## src/rtl/irq_seq_pkg.sv

```systemverilog
package irq_seq_pkg;
  typedef enum logic [1:0] {
    LVL_THREAD = 2'd0,
    LVL_NORM   = 2'd1,
    LVL_FAST   = 2'd2
  } level_e;

  typedef struct packed {
    level_e level;
    logic   fastMask;
    logic   normMask;
  } status_t;

  typedef struct packed {
    logic doReturn;
    logic takeFast;
    logic takeNorm;
  } strobes_t;

  localparam int NUM_BANKS = 2;
  localparam int BANK_NORM = 0;
  localparam int BANK_FAST = 1;
endpackage

```

## src/rtl/irq_seq_ctrl.sv

```systemverilog
module irq_seq_ctrl
  import irq_seq_pkg::*;
(
  input  logic     retireValid,
  input  logic     retStrobe,
  input  logic     fastReq,
  input  logic     normReq,
  input  level_e   curLevel,
  input  logic     curFastMask,
  input  logic     curNormMask,
  input  logic     restFastMask,
  input  logic     restNormMask,
  output strobes_t strobes
);
  logic doReturn;
  logic boundary;
  logic effFast;
  logic effNorm;
  logic fastOk;

  always_comb begin
    // a return at thread level is dropped; retire is ignored during a return
    doReturn = retStrobe && (curLevel != LVL_THREAD);
    boundary = doReturn || (retireValid && !retStrobe);
    effFast  = doReturn ? restFastMask : curFastMask;
    effNorm  = doReturn ? restNormMask : curNormMask;
    fastOk   = boundary && fastReq && !effFast;
    strobes.doReturn = doReturn;
    strobes.takeFast = fastOk;
    strobes.takeNorm = boundary && normReq && !effNorm && !fastOk;
  end
endmodule

```

## src/rtl/irq_seq_dpath.sv

```systemverilog
module irq_seq_dpath
  import irq_seq_pkg::*;
#(
  parameter int ADDR_W = 32
) (
  input  logic              clk,
  input  logic              rstN,
  input  strobes_t          strobes,
  input  logic [ADDR_W-1:0] retireNextPc,
  output status_t           curStatus,
  output status_t           restoredStatus,
  output logic              takeValid,
  output logic              takeVec,
  output logic [ADDR_W-1:0] resumeAddr
);
  status_t           statusQ;
  status_t           savedStatus [NUM_BANKS];
  logic [ADDR_W-1:0] savedAddr   [NUM_BANKS];
  logic [NUM_BANKS-1:0] bankWr;
  logic              curBank;
  status_t           effStatus;
  logic [ADDR_W-1:0] entryAddr;

  always_comb begin
    curBank        = (statusQ.level == LVL_FAST);
    restoredStatus = savedStatus[curBank];
    effStatus      = strobes.doReturn ? restoredStatus : statusQ;
    entryAddr      = strobes.doReturn ? savedAddr[curBank] : retireNextPc;
    bankWr[BANK_NORM] = strobes.takeNorm;
    bankWr[BANK_FAST] = strobes.takeFast;
    curStatus      = statusQ;
    resumeAddr     = (statusQ.level == LVL_THREAD) ? '0 : savedAddr[curBank];
  end

  for (genvar b = 0; b < NUM_BANKS; b++) begin : g_bank
    always_ff @(posedge clk) begin
      if (!rstN) begin
        savedStatus[b] <= '{LVL_THREAD, 1'b0, 1'b0};
        savedAddr[b]   <= '0;
      end else if (bankWr[b]) begin
        savedStatus[b] <= effStatus;
        savedAddr[b]   <= entryAddr;
      end
    end
  end

  always_ff @(posedge clk) begin
    if (!rstN) begin
      statusQ   <= '{LVL_THREAD, 1'b0, 1'b0};
      takeValid <= 1'b0;
      takeVec   <= 1'b0;
    end else begin
      takeValid <= strobes.takeFast || strobes.takeNorm;
      takeVec   <= strobes.takeFast;
      if (strobes.takeFast)
        statusQ <= '{LVL_FAST, 1'b1, 1'b1};
      else if (strobes.takeNorm)
        statusQ <= '{LVL_NORM, effStatus.fastMask, 1'b1};
      else if (strobes.doReturn)
        statusQ <= restoredStatus;
    end
  end
endmodule

```

## src/rtl/irq_entry_seq.sv

```systemverilog
module irq_entry_seq
  import irq_seq_pkg::*;
#(
  parameter int ADDR_W = 32
) (
  input  logic              clk,
  input  logic              rstN,
  input  logic              retireValid,
  input  logic [ADDR_W-1:0] retireNextPc,
  input  logic              retStrobe,
  input  logic              fastReq,
  input  logic              normReq,
  output logic              takeValid,
  output logic              takeVec,
  output logic [ADDR_W-1:0] resumeAddr,
  output logic              fastMask,
  output logic              normMask,
  output logic [1:0]        activeLevel
);
  strobes_t strobes;
  status_t  curStatus;
  status_t  restoredStatus;

  irq_seq_ctrl ctrl_i (
    .retireValid (retireValid),
    .retStrobe   (retStrobe),
    .fastReq     (fastReq),
    .normReq     (normReq),
    .curLevel    (curStatus.level),
    .curFastMask (curStatus.fastMask),
    .curNormMask (curStatus.normMask),
    .restFastMask(restoredStatus.fastMask),
    .restNormMask(restoredStatus.normMask),
    .strobes     (strobes)
  );

  irq_seq_dpath #(.ADDR_W(ADDR_W)) dpath_i (
    .clk           (clk),
    .rstN          (rstN),
    .strobes       (strobes),
    .retireNextPc  (retireNextPc),
    .curStatus     (curStatus),
    .restoredStatus(restoredStatus),
    .takeValid     (takeValid),
    .takeVec       (takeVec),
    .resumeAddr    (resumeAddr)
  );

  assign fastMask    = curStatus.fastMask;
  assign normMask    = curStatus.normMask;
  assign activeLevel = curStatus.level;
endmodule

```

## config.mk

```make
export PLATFORM = sky130hd
export DESIGN_NAME = irq_entry_seq
export DESIGN_NICKNAME = d
export VERILOG_FILES = /design/src/rtl/irq_seq_pkg.sv /design/src/rtl/irq_seq_ctrl.sv /design/src/rtl/irq_seq_dpath.sv /design/src/rtl/irq_entry_seq.sv
export SDC_FILE = /design/constraint.sdc
export NUM_CORES = 1
export LEC_CHECK = 0
export BUFFER_PORTS_ARGS = -buffer_cell sky130_fd_sc_hd__buf_2
export CAP_MARGIN = 5
export CORE_MARGIN = 1.5
export CORE_UTILIZATION = 50
export CTS_BUF_LIST = sky130_fd_sc_hd__clkbuf_2
export DETAILED_ROUTE_END_ITERATION = 16
export PLACE_DENSITY = 0.77
export SYNTH_ARGS = -nofsm -noshare
export SYNTH_HDL_FRONTEND = slang
export SYNTH_SLANG_ARGS = --single-unit
```

## constraint.sdc

```tcl
create_clock -name clk -period 4.2 [get_ports clk]
set_clock_uncertainty 0.15 [all_clocks]
set_input_delay 0.21 -clock clk [delete_from_list [all_inputs] [get_ports clk]]
set_output_delay 0.21 -clock clk [all_outputs]
set_load 0.01 [all_outputs]
```

==> flow_summary.toml, run 1 <==
[power_and_ir_drop]
p_switching_mw = 0.441
ir_worst_vdd_mv = 0.191
p_int_mw = 1.18
p_per_area_nw_per_um2 = 376
seqPwrFrac_pct = 58.9
swShare_pct = 27.2
comb_power_share_pct = 17.0
clkPwrFrac_pct = 24.1
power_leakage_nw = 1.83

[critical_path]
regToRegSetupSlack_ns = 0.95
end_kind = "flop"
crit_start = "dpath_i.curStatus[2]"
crit_path_max_fanout = 42
crit_path_start_kind = "flop"
cp.arrival_ns = 3.34
cp.required_ns = 4.30
worst-setup-path-type = "flop to flop"
r2r_start = "dpath_i.curStatus[2]"

[grt]
grt_overflow_total = 0
grt_usage_pct = 22.3
antenna_found_initial = 0
grt_max_degree = 43
grt_pass1_vias = 2495
grt_pass1_wl_um = 12300

[timing]
hold_viol = 0
hold_ws_ns = 0.0713
setup_viol = 0
slew_viol_final = 0
relSlewSlack_pct = 34.8
tns_ns = 0
fmaxAchievable_mhz = 308
rsz0062_at_grt = "no"
fin_crit_sh_pct = 77.3
layout_min_cycle_time_ns = 3.25
worst_pin_slew_ns = 0.978

[cts]
cts_made_buffers = 9
cts.clk_slew.worst_paths_ns = 0.19
post_cts.repair.setup_buffers = 0
cts_tree = "yes"
cts_hold_buffers = 33
htreeDepth = 3
cts.path.max_buffers = 2
clock_sinks = 78
cts-root-buf = "clkbuf_2"
clk_latency_ns = 0.54
cts_resized = 0

[die]
core-area_um2 = 6720
die-area_um2 = 7370
die_w_um = 85.8
rows = 30
io_pins = 76
initial_core_util_pct = 51.0
die_y_um = 85.8

[synthesis]
yosys.cell_types.count = 33
syn_area_um2 = 3430
synth_top_area_cell = "edfxtp_1"
ys_seq_area_share_pct = 66.5
async_flop_share_pct = 0
synth.area.top_cells = "edfxtp_1 (63%), a22o_1 (7.9%), nor2_1 (7.8%), a22oi_1 (7.0%), dfxtp_1 (3.5%)"
netlist_instances = 274
ys.flop_type = "edfxtp_1"
synth-seq-cells = 78
synth_top_area_share_pct = 63.0
syn_area_per_cell_um2 = 12.5
synth-edff-count = 72
yosysWarnings = 0

[placement]
placed_area_um2 = 3870
gp_congestion = 0.792
place_inst = 412
hpwlAfterDp_um = 4690
portBuffers = 75

[final_layout]
final_common_cell = "buf_2"
syn2layout_area_growth_pct = 25.7
antenna_cells = 0
nets = 414
fin_util_pct = 64.2
drive_gt1_share_pct = 27.0
final_cell_area_um2 = 4310
final_cells = 461
final_cell_mix = "buf_2 (75), edfxtp_1 (72), nor2_1 (71)"

[drt]
vias_per_cell = 5.72
drtPass1Iterations = 10
ant_nets = 0
route.detailed.drc = 1
wl_per_cell_um = 17.0
wl_um = 7840
num_vias = 2637
drt_first_iter_violations = 295

[worst_hold_path]
holdCritPathClass = "input pin to flop"
hp-start = "normReq"

[flow_run]
max_cap_violations = 0

[run_status]
outcome = "complete, but fails checks"
violations = "design-rule violations"
## flip-flops by register name, summed over array words and instances (netlist names)
name	cells
dpath_i.curStatus	4
dpath_i.savedStatus	8
dpath_i.savedAddr	64
dpath_i.takeValid	1
dpath_i.takeVec	1
## power groups by stage
stage / clock [mW] / sequential (mW) / combinational (mW)
floorplan: 0 / 0.963 / 0.165
finish: 0.390 / 0.955 / 0.276
global route: 0.425 / 0.962 / 0.301
global placement: 0 / 0.970 / 0.245
CTS: 0.395 / 0.956 / 0.275
detailed placement: 0 / 0.974 / 0.251
## per-stage QoR
step                setup slack [ns]  power [mW]
finish                         0.952        1.62
global route                   0.727        1.69
CTS                            0.961        1.63
detailed placement             0.986        1.22
global placement                1.11        1.22
floorplan                      0.893        1.13
## synth_stat cells, types with 2 or more instances
master	count
edfxtp_1	72
nor2_1	71
a22oi_1	32
a22o_1	31
clkbuf_1	13
dfxtp_1	6
o21ai_0	6
inv_1	5
buf_2	4
buf_6	4
nand2_1	3
a21oi_1	2
a221o_1	2
a32oi_1	2
and2_1	2
nor2b_1	2
## layer usage
metal | global-route usage (%) | part of all wire [%] | up-vias
met4 | 11.1 | 1.7 | 0
met5 | 0 | 0 | -
met1 | 29.4 | 41 | 1274
li1 | - | - | 1239
met3 | 3.56 | 6.3 | 9
met2 | 36.2 | 51 | 115
## cell type report
cell class	count	area, um^2
clock buffers	12	60.1
flip-flops and latches	78	2280
repair buffers	114	763
clock inverters	4	47.5
well taps	80	100
inverters	5	18.8
fillers	521	2410
multi-input cells	168	1040
## logic make-up (layout without fill, tap and decap cells)
group           Yosys count  in the layout  share of synthesized area [%]
simple gates             85             85                           10.2
compound gates           81             81                           18.8
flops                    78             78                           66.5
buf+inv                  29            135                           4.34
other cells               1              2                          0.109
## worst max-delay path, stage by stage (launching register included)
cell and delay [ns]:
dfxtp_2 0.62, nor2b_2 0.54, buf_4 0.38, a221o_1 0.32, nand2_1 0.17, o21ai_4 0.53, buf_12 0.25
## final timing paths
kind | to | cells past startpoint
max | dpath_i.savedAddr[0][15] | 6
min | dpath_i.curStatus[0] | 4
max reg2reg | dpath_i.savedAddr[0][15] | 6
min reg2reg | dpath_i.curStatus[2] | 2
(Power assumes the default switching activity.)
==> run 2, diff against run 1 <==
--- a/config.mk
+++ b/config.mk
@@ -8,10 +8,10 @@
 export BUFFER_PORTS_ARGS = -buffer_cell sky130_fd_sc_hd__buf_2
 export CAP_MARGIN = 5
 export CORE_MARGIN = 1.5
-export CORE_UTILIZATION = 50
+export CORE_UTILIZATION = 55
 export CTS_BUF_LIST = sky130_fd_sc_hd__clkbuf_2
 export DETAILED_ROUTE_END_ITERATION = 16
-export PLACE_DENSITY = 0.77
+export PLACE_DENSITY = 0.81
 export SYNTH_ARGS = -nofsm -noshare
 export SYNTH_HDL_FRONTEND = slang
 export SYNTH_SLANG_ARGS = --single-unit
==> constraint.sdc (replaced) <==
create_clock -name clk -period 3.15 [get_ports clk]
set_clock_uncertainty 0.15 [all_clocks]
set_input_delay 0.1575 -clock clk [delete_from_list [all_inputs] [get_ports clk]]
set_output_delay 0.1575 -clock clk [all_outputs]
set_load 0.01 [all_outputs]
==> run 2 against run 1 <==
Compared with the run above:
- the run now ends clean
- count of clock-buffer cells in the layout is 3 lower
- die area decreased by 8.8%
- critical path depth unchanged
==> flow_summary.toml, run 2 (same netlist as run 1, synthesis figures left out) <==
[critical_path]
cp_cell_sequence = "buf_4, and3b_1, a221o_1, nand2_1, o21ai_4, buf_12"
worst-setup-path-type = "flop to flop"
crit_path_max_fanout = 28
critPathBufInv = 2
end_kind = "flop"
cp.arrival_ns = 2.83
crit_path_start_kind = "flop"
worst_r2r_path_depth = 6
slowest_delay_ns = 0.71
cp_num_cells = 6
critPathTopFamily = "flip-flops"
cpMaxStageDelayCell = "dfxtp_1"
cp.required_ns = 3.21

[power_and_ir_drop]
ir_worst_vdd_mv = 0.356
total_power_mw = 2.40
power_leakage_nw = 1.89
p_per_area_nw_per_um2 = 544

[cts]
htreeDepth = 3
cts_made_buffers = 9
cts_hold_buffers = 35
cts.path.max_buffers = 2
cts-root-buf = "clkbuf_2"
clk_latency_ns = 0.50
clock_sinks = 78
post_cts.repair.setup_buffers = 0
cts_tree = "yes"
cts.clk_slew.worst_paths_ns = 0.18
cts_resized = 0

[grt]
grt_overflow_total = 0
grt_max_degree = 35
antenna_found_initial = 0
grt_usage_pct = 24.9
grt_pass1_vias = 2555
grt_pass1_wl_um = 12100

[die]
core-area_um2 = 5960
rows = 28
die-area_um2 = 6720
io_pins = 76
die_w_um = 82.0
die_y_um = 82.0
initial_core_util_pct = 57.6

[timing]
fin_ws_ns = 0.382
setup_viol = 0
fin_crit_sh_pct = 87.9
hold_viol = 0
fmaxAchievable_mhz = 361
worst_pin_slew_ns = 0.652
layout_min_cycle_time_ns = 2.77
hold_ws_ns = 0.0569
slew_viol_final = 0
tns_ns = 0
relSlewSlack_pct = 56.5
rsz0062_at_grt = "no"

[final_layout]
final_cells = 461
nets = 419
final_common_cell = "buf_2"
top_register = "dpath_i.savedAddr"
syn2layout_area_growth_pct = 28.9
largest_reg_flops = 64
drive_gt1_share_pct = 26.9
antenna_cells = 0
final_cell_mix = "buf_2 (75), edfxtp_1 (72), nor2_1 (71)"

[drt]
drt_first_iter_violations = 210
num_vias = 2675
wl_um = 7880
wl_per_cell_um = 17.1
ant_nets = 0
route.detailed.drc = 0
drtPass1Iterations = 4
vias_per_cell = 5.80

[placement]
hpwlAfterDp_um = 4700
place_inst = 410
pre_cts_ws_ns = 0.408
portBuffers = 75
gp_congestion = 0.774

[flow_run]
max_cap_violations = 0

[run_status]
outcome = "finished, final reports clean"

[worst_hold_path]
min_path_cells = 5
holdCritPathClass = "input pin to flop"
[run 2: cell types whose count changed in the layout (fill, tap and decap cells not counted), moves of 2 or more]
cell | previous run | this run
clkbuf_2 | 12 | 9
bufinv_16 | 1 | 4
dlygate4sd3_1 | 33 | 35
buf_4 | 5 | 7
[run 2: report_power, final]
| group | switching (mW) | internal (mW) | total [mW] |
|---|---|---|---|
| logic | 0.227 | 0.160 | 0.387 |
| clock network | 0.335 | 0.418 | 0.753 |
| registers | 0.0321 | 1.23 | 1.26 |
[run 2: cell type report]
class                      count  area, um^2
sequential                    78        2280
timing repair buffer         119         818
inverter                       5        18.8
fill                         404        1530
clock buffer                   9        45.0
clock inverter                 7         136
multi-input combinational    168        1030
tap                           75        93.8
[run 2: worst reg2reg max path, stage by stage (launching register included)]
cell	delay, ns
dfxtp_1	0.71
buf_4	0.42
and3b_1	0.21
a221o_1	0.19
nand2_1	0.15
o21ai_4	0.41
buf_12	0.25
[run 2: final timing paths]
kind / from / slack, ns / end
worst min register to register: dpath_i.savedStatus[1][2] / 0.54 / dpath_i.curStatus[2]
worst max register to register: dpath_i.curStatus[2] / 0.38 / dpath_i.savedAddr[0][3]
worst max-delay path: dpath_i.curStatus[2] / 0.38 / dpath_i.savedAddr[0][3]
worst min-delay path: normReq / 0.06 / dpath_i.curStatus[2]
[run 2: metrics by stage]
stage,utilization (%),area (um^2)
floorplan,-,3440
global placement,65.3,3890
detailed placement,65.3,3890
CTS,74.2,4420
global route,74.2,4420
finish,74.2,4420
[run 2: routing by layer]
layer | vias to the layer above | share of wire (%) | global-route usage (%)
met3 | 14 | 5.3 | 3.89
met5 | - | 0 | 0
li1 | 1251 | - | -
met4 | 0 | 2.4 | 11.5
met2 | 100 | 51 | 42.0
met1 | 1310 | 41 | 31.5
